==> src/rtl/gpio_irq_pkg.sv <==
package gpio_irq_pkg;
    localparam int REG_WORDS = 13;
    localparam int ADDR_W    = $clog2(REG_WORDS);

    localparam logic [ADDR_W-1:0] OFS_IEN  = 4'd0;
    localparam logic [ADDR_W-1:0] OFS_STAT = 4'd1;
    localparam logic [ADDR_W-1:0] OFS_DISP = 4'd2;
    localparam logic [ADDR_W-1:0] OFS_CLR  = 4'd3;
    localparam logic [ADDR_W-1:0] OFS_MSET = 4'd4;
    localparam logic [ADDR_W-1:0] OFS_MCLR = 4'd5;
    localparam logic [ADDR_W-1:0] OFS_DOUT = 4'd6;
    localparam logic [ADDR_W-1:0] OFS_DIN  = 4'd7;
    localparam logic [ADDR_W-1:0] OFS_DIR  = 4'd8;
    localparam logic [ADDR_W-1:0] OFS_MLO  = 4'd9;
    localparam logic [ADDR_W-1:0] OFS_MHI  = 4'd10;
    localparam logic [ADDR_W-1:0] OFS_SRST = 4'd12;

    localparam int MODE_W   = 3;
    localparam int NIBBLE_W = 4;
    localparam int PINS_PER_MODE_WORD = 8;

    typedef enum logic [MODE_W-1:0] {
        TRIG_FALL = 3'd0,
        TRIG_RISE = 3'd1,
        TRIG_LOW  = 3'd2,
        TRIG_HIGH = 3'd3,
        TRIG_BOTH = 3'd4
    } trig_mode_e;

    typedef enum logic {
        SR_RUN  = 1'b0,
        SR_HOLD = 1'b1
    } srst_state_e;
endpackage

==> src/rtl/gpio_pin_detect.sv <==
module gpio_pin_detect
    import gpio_irq_pkg::*;
(
    input  logic              clk,
    input  logic              rst_n,
    input  logic              pin_raw,
    input  logic              wipe,
    input  logic              trig_en,
    input  logic              clr_req,
    input  logic [MODE_W-1:0] trig_code,
    output logic              pin_sync,
    output logic              evt,
    output logic              stat
);
    logic s1_q, s2_q, s3_q;
    logic rise, fall;

    always_ff @(posedge clk or negedge rst_n) begin
        if (!rst_n) begin
            s1_q <= 1'b0;
            s2_q <= 1'b0;
            s3_q <= 1'b0;
        end else begin
            s1_q <= pin_raw;
            s2_q <= s1_q;
            s3_q <= s2_q;
        end
    end

    assign pin_sync = s2_q;
    assign rise     = s2_q & ~s3_q;
    assign fall     = ~s2_q & s3_q;

    always_comb begin
        case (trig_code)
            TRIG_FALL: evt = fall;
            TRIG_RISE: evt = rise;
            TRIG_LOW:  evt = ~s2_q;
            TRIG_HIGH: evt = s2_q;
            TRIG_BOTH: evt = rise | fall;
            default:   evt = 1'b0;
        endcase
    end

    always_ff @(posedge clk or negedge rst_n) begin
        if (!rst_n)
            stat <= 1'b0;
        else if (wipe)
            stat <= 1'b0;
        else
            stat <= (stat & ~clr_req) | (evt & trig_en);
    end

    // a clear with no competing event empties the status bit
    a_r8_clear_takes: assert property (@(posedge clk) disable iff (!rst_n)
        (clr_req && !(evt && trig_en)) |=> !stat);

    // a disabled pin never gains status
    a_r7_disabled_quiet: assert property (@(posedge clk) disable iff (!rst_n)
        (!trig_en && !stat) |=> !stat);

    // status is sticky until cleared or wiped
    a_r5_sticky: assert property (@(posedge clk) disable iff (!rst_n)
        (stat && !clr_req && !wipe) |=> stat);
endmodule

==> src/rtl/gpio_srst_ctl.sv <==
module gpio_srst_ctl
    import gpio_irq_pkg::*;
(
    input  logic clk,
    input  logic rst_n,
    input  logic srst_wr,
    input  logic srst_bit,
    output logic wipe
);
    srst_state_e state_q, state_d;

    always_comb begin
        state_d = state_q;
        unique case (state_q)
            SR_RUN:  if (srst_wr && srst_bit)  state_d = SR_HOLD; // RUN_TO_HOLD
            SR_HOLD: if (srst_wr && !srst_bit) state_d = SR_RUN;  // HOLD_TO_RUN
        endcase
    end

    always_ff @(posedge clk or negedge rst_n) begin
        if (!rst_n) state_q <= SR_RUN;
        else        state_q <= state_d;
    end

    always_comb begin
        unique case (state_q)
            SR_RUN:  wipe = 1'b0;
            SR_HOLD: wipe = 1'b1;
        endcase
    end

    // writing 1 always lands in the hold state
    a_r10_enter_hold: assert property (@(posedge clk) disable iff (!rst_n)
        (srst_wr && srst_bit) |=> wipe);
endmodule

==> src/rtl/gpio_irq_port.sv <==
module gpio_irq_port
    import gpio_irq_pkg::*;
#(
    parameter int N_PINS = 16
) (
    input  logic              clk,
    input  logic              rst_n,
    input  logic [ADDR_W-1:0] bus_addr,
    input  logic              bus_we,
    input  logic [31:0]       bus_wdata,
    output logic [31:0]       bus_rdata,
    input  logic [N_PINS-1:0] pin_in,
    output logic [N_PINS-1:0] pin_out,
    output logic [N_PINS-1:0] pin_oe,
    output logic              irq
);
    localparam int LO_PINS = (N_PINS < PINS_PER_MODE_WORD) ? N_PINS : PINS_PER_MODE_WORD;

    logic [N_PINS-1:0] ien_q, mask_q, dout_q, dir_q;
    logic [N_PINS-1:0] stat, disp, sync_v, evt_v, clr_v;
    logic [MODE_W-1:0] mode_q [N_PINS];
    logic [N_PINS-1:0] wbits;
    logic              wipe;
    logic              wr_ok;

    assign wbits = bus_wdata[N_PINS-1:0];
    assign wr_ok = bus_we && !wipe;

    gpio_srst_ctl u_srst (
        .clk      (clk),
        .rst_n    (rst_n),
        .srst_wr  (bus_we && (bus_addr == OFS_SRST)),
        .srst_bit (bus_wdata[0]),
        .wipe     (wipe)
    );

    assign clr_v = (wr_ok && (bus_addr == OFS_CLR)) ? wbits : '0;

    for (genvar g = 0; g < N_PINS; g++) begin : g_pin
        gpio_pin_detect u_det (
            .clk       (clk),
            .rst_n     (rst_n),
            .pin_raw   (pin_in[g]),
            .wipe      (wipe),
            .trig_en   (ien_q[g]),
            .clr_req   (clr_v[g]),
            .trig_code (mode_q[g]),
            .pin_sync  (sync_v[g]),
            .evt       (evt_v[g]),
            .stat      (stat[g])
        );
    end

    always_ff @(posedge clk or negedge rst_n) begin
        if (!rst_n) begin
            ien_q  <= '0;
            mask_q <= '1;
            dout_q <= '0;
            dir_q  <= '0;
            for (int i = 0; i < N_PINS; i++) mode_q[i] <= '0;
        end else if (wipe) begin
            ien_q  <= '0;
            mask_q <= '1;
            dout_q <= '0;
            dir_q  <= '0;
            for (int i = 0; i < N_PINS; i++) mode_q[i] <= '0;
        end else if (bus_we) begin
            case (bus_addr)
                OFS_IEN:  ien_q  <= wbits;
                OFS_MSET: mask_q <= mask_q | wbits;
                OFS_MCLR: mask_q <= mask_q & ~wbits;
                OFS_DOUT: dout_q <= wbits;
                OFS_DIR:  dir_q  <= wbits;
                OFS_MLO:
                    for (int i = 0; i < LO_PINS; i++)
                        mode_q[i] <= bus_wdata[NIBBLE_W*i +: MODE_W];
                OFS_MHI:
                    for (int i = PINS_PER_MODE_WORD; i < N_PINS; i++)
                        mode_q[i] <= bus_wdata[NIBBLE_W*(i-PINS_PER_MODE_WORD) +: MODE_W];
                default: ;
            endcase
        end
    end

    assign disp    = stat & ~mask_q;
    assign irq     = |disp;
    assign pin_out = dout_q;
    assign pin_oe  = dir_q;

    always_comb begin
        bus_rdata = '0;
        case (bus_addr)
            OFS_IEN:  bus_rdata[N_PINS-1:0] = ien_q;
            OFS_STAT: bus_rdata[N_PINS-1:0] = stat;
            OFS_DISP: bus_rdata[N_PINS-1:0] = disp;
            OFS_DOUT: bus_rdata[N_PINS-1:0] = dout_q;
            OFS_DIN:  bus_rdata[N_PINS-1:0] = sync_v;
            OFS_DIR:  bus_rdata[N_PINS-1:0] = dir_q;
            OFS_MLO:
                for (int i = 0; i < LO_PINS; i++)
                    bus_rdata[NIBBLE_W*i +: MODE_W] = mode_q[i];
            OFS_MHI:
                for (int i = PINS_PER_MODE_WORD; i < N_PINS; i++)
                    bus_rdata[NIBBLE_W*(i-PINS_PER_MODE_WORD) +: MODE_W] = mode_q[i];
            OFS_SRST: bus_rdata[0] = wipe;
            default: ;
        endcase
    end

    // bits written to the mask-set word are masked on the next cycle
    a_r9_mask_set: assert property (@(posedge clk) disable iff (!rst_n)
        (wr_ok && bus_addr == OFS_MSET) |=>
        ((mask_q & $past(wbits)) == $past(wbits)));

    // the hold state returns configuration to defaults
    a_r10_hold_defaults: assert property (@(posedge clk) disable iff (!rst_n)
        wipe |=> (ien_q == '0 && dir_q == '0 && dout_q == '0 && mask_q == '1));

    // direction writes reach pin_oe one cycle later
    a_r2_dir_write: assert property (@(posedge clk) disable iff (!rst_n)
        (wr_ok && bus_addr == OFS_DIR) |=> (pin_oe == $past(wbits)));
endmodule

==> config.mk <==
export PLATFORM = sky130hd
export DESIGN_NAME = gpio_irq_port
export DESIGN_NICKNAME = d
export VERILOG_FILES = /design/src/rtl/gpio_irq_pkg.sv /design/src/rtl/gpio_pin_detect.sv /design/src/rtl/gpio_srst_ctl.sv /design/src/rtl/gpio_irq_port.sv
export SDC_FILE = /design/constraint.sdc
export NUM_CORES = 1
export LEC_CHECK = 0
export ABC_AREA = 1
export CAP_MARGIN = 25
export CELL_PAD_IN_SITES_DETAIL_PLACEMENT = 1
export CELL_PAD_IN_SITES_GLOBAL_PLACEMENT = 2
export CORE_ASPECT_RATIO = 0.75
export CORE_MARGIN = 2
export CORE_UTILIZATION = 34
export CTS_CLUSTER_DIAMETER = 150
export DETAILED_ROUTE_END_ITERATION = 6
export PLACE_DENSITY_LB_ADDON = 0.3
export SYNTH_ARGS = -nofsm -noshare
export SYNTH_HDL_FRONTEND = slang
export SYNTH_HIERARCHICAL = 1
export SYNTH_SLANG_ARGS = --single-unit
==> constraint.sdc <==
create_clock -name clk -period 3.4 [get_ports clk]
set_input_delay 0.68 -clock clk [delete_from_list [all_inputs] [get_ports clk]]
set_output_delay 0.68 -clock clk [all_outputs]
set_load 0.02 [all_outputs]
==> impl_metrics.ini, run 1 <==
[routing]
drcViolationCount = 0
routed_wl_mm = 34.2
vias_per_cell = 4.75
firstDrtPassIters = 4
wl_per_cell_um = 18.0
via_count = 8991
drt_iter0_markers = 528
detail-route-antenna-nets = 0

[synth]
synth.largest_area_cell = dfrtp_1
yosysSeqAreaShare = 0.458
post-synth-top-count-cell = nand2_1
ys_types = 27
ys.flop_type = dfrtp_1
ys_seq_elements = 177
synth.area.top_cells = dfrtp_1, nand2_1, inv_1
synthesis.area_um2 = 9720
synth_cells = 1348
async_flop_share = 1.00
yosys.area.top_type_share = 0.415
synth.cells.most_frequent = nand2_1, inv_1, dfrtp_1, nand3_1, nor2_1
synth.avg_cell_area_um2 = 7.21
synth-edff-count = 0
yosysWarnings = 6

[timing]
setup_ws_ps = 115
rsz0062_at_grt = no
hold_violations = 0
timing.slew.headroom = 0.437
whs_ps = 256
period_minus_slack_ps = 3290
finalSetupViolations = 0
fmax_ghz = 0.304
slew_viol_final = 0
worst_slew_pin_slew_ps = 843
skew_ps = 10.8
post-route-period-util = 0.966

[final_layout]
antenna_cells = 0
finalInstanceArea_um2 = 12200
regArea_um2 = 4450
fill_cells = 3497
fin_util = 0.436
area_growth_syn_to_layout_pct = 25.9
multiInputGateArea_um2 = 4140
nNetsFinal = 1583
drive_above_1_share = 0.129

[clocking]
cts.sinks = 177
cts_buffers = 17
cts_max_level = 4
clk_latency_ps = 440
hold_buffers = 0
cts_setup_buffers = 0
clock-root-buffer = clkbuf_16
cts_tree = yes
clk_transition_reported_paths_ps = 70
clock_path_buffers = 2

[grt]
grt-busiest-layer = met1
use_met1 = 0.366
gr-usage-met2 = 0.358
antenna_found_initial = 0
met3_usage = 0.0341
grt_start_max_net_pins = 73
grt_first_pass_wirelength_mm = 53.8
grt_pass1_vias = 9314
grt_use_total = 0.240
grt-ovfl-total = 0

[power_and_ir_drop]
peakVddDrop_mv = 0.364
p_clk_frac = 0.306
combPwrFrac = 0.262
p_switching_w = 0.00249
leakage_nw = 6.33
p_int_w = 0.00423
seqPwrFrac = 0.432
swShare = 0.371
pwr_density_cell_nw_per_um2 = 550

[worst_setup_path]
crit_fanout = 8
path_common_cell = nand2_1
startpoint_type = primary input
max_stage_delay_ps = 470
critPathKind = in2out
worstPathCellList = clkdlybuf4s50_1 > buf_4 > inv_1 > buf_4 > nand2_1 > nor2_1 > buf_4 > nand2_1 > nand2_1 > nor2_1 > nand2_1 > dlygate4sd2_1
slowest_stage = clkdlybuf4s50_1
r2r.worst_path.cells = 3
end_kind = output port
cp.arrival_ps = 2610
required_ps = 2720

[floorplan]
die_width_um = 199
rows = 53
initial_core_util = 0.346
die-area_um2 = 30000
die_h_um = 150
core_um2 = 28100
design.portCount = 120

[placement]
hpwl_mm = 25.2
place_congestion = 0.860
dpl_cell_area_um2 = 11700
place_ws_ps = -175
io_buffers = 111

[run_status]
outcome = finished clean

[min_path]
hold_path_class = in2async

[flow_run]
maxCapViolCount = 0
[sequential cells by signal, summed over array words and instances, names as in the netlist, named ones only]
register and cells:
g_pin.u_det/stat 16, pin_out 16, g_pin.u_det/s3_q 16, mask_q 16
g_pin.u_det/s1_q 16, ien_q 16, g_pin.u_det/pin_sync 16, mode_q 48
pin_oe 16
[worst max-delay path: cells and delay by family]
family / cells / cell delay, ps
buf+inv: 6 / 1400
simple gates: 6 / 520
[placed cells by master (no fill, tap or decap), types with 4 or more instances in the layout]
cell and n:
dfstp_2 16, nor2_1 112, ha_1 32, nand2_1 439, o22ai_1 12, buf_4 48, nand3_1 129, nand2_2 35
clkinvlp_4 4, nand4_1 12, inv_6 6, dfrtp_1 160, a21oi_2 16, inv_2 21, inv_1 228, buf_12 9
clkdlybuf4s50_1 81, dlygate4sd2_1 27, o21ai_0 68, o21ai_1 7, clkbuf_16 17, nor2_2 5, conb_1 4
[layout make-up]
class	count	area share
inverters	250	0.0770
repair buffers	168	0.133
flip-flops and latches	177	0.364
clock buffers	17	0.0348
multi-input cells	882	0.338
clock inverters	15	0.0141
well taps	385	0.0394
[layer usage]
metal	part of all wire	vias to the layer above
li1	-	4388
met1	0.52	4419
met2	0.43	156
met3	0.039	28
met4	0.013	0
met5	0	-
[power groups by stage]
| stage | registers, W | clock network (W) | logic, W |
|---|---|---|---|
| 2_1_floorplan | 0.00284 | 0 | 0.00104 |
| 3_3_place_gp | 0.00292 | 0 | 0.00173 |
| 3_5_place_dp | 0.00293 | 0 | 0.00178 |
| 4_1_cts | 0.00290 | 0.00210 | 0.00177 |
| 5_1_grt | 0.00296 | 0.00219 | 0.00198 |
| 6_report | 0.00290 | 0.00206 | 0.00176 |
[kinds of logic (layout without fill, tap and decap cells)]
family                   Yosys count  in the layout  synth area share
AND/OR/NAND/NOR                  741            741             0.319
flip-flops                       177            177             0.458
adder cells (fa/ha/maj)           32             32            0.0412
AO/OA/AOI/OAI                    105            105            0.0626
buffers and inverters            292            450             0.118
other                              1              4          0.000386
[worst paths after layout]
check	slack, ps	from	endpoint
worst max-delay path	110	bus_addr[1]	bus_rdata[6]
worst min-delay path	260	rst_n	g_pin[7].u_det/s3_q$_DFF_PN0_
worst max register to register	1090	flop	mode_q[25]$_DFFE_PN0P_
worst min register to register	350	g_pin[3].u_det/s1_q$_DFF_PN0_	g_pin[3].u_det/pin_sync$_DFF_PN0_
max in group asynchronous	2400	rst_n	mode_q[16]$_DFFE_PN0P_
min in group clk	350	g_pin[3].u_det/s1_q$_DFF_PN0_	g_pin[3].u_det/pin_sync$_DFF_PN0_
[per-stage QoR]
step           TNS, ps  instances  total power [W]
2_1_floorplan        0       1351          0.00388
3_3_place_gp     -1610       1862          0.00465
3_5_place_dp     -1990       1862          0.00471
4_1_cts              0       1894          0.00677
5_1_grt              0       1894          0.00713
6_report             0       1894          0.00672
[what timing repair did]
| action | 4_1_cts | 5_1_grt |
|---|---|---|
| cloned | 0 | 0 |
| setup endpoints to repair | 27 | 3 |
| resized for setup | 28 | 5 |
Note: power is estimated with default switching activity, not from simulation.
==> run 2: changes to the inputs <==
--- a/config.mk
+++ b/config.mk
@@ -14,6 +14,7 @@
 export CORE_UTILIZATION = 34
 export CTS_CLUSTER_DIAMETER = 150
 export DETAILED_ROUTE_END_ITERATION = 6
+export GPL_ROUTABILITY_DRIVEN = 0
 export PLACE_DENSITY_LB_ADDON = 0.3
 export SYNTH_ARGS = -nofsm -noshare
 export SYNTH_HDL_FRONTEND = slang
==> results of run 2 <==
The final DEF is identical to that of run 1; final timing and power are the same.
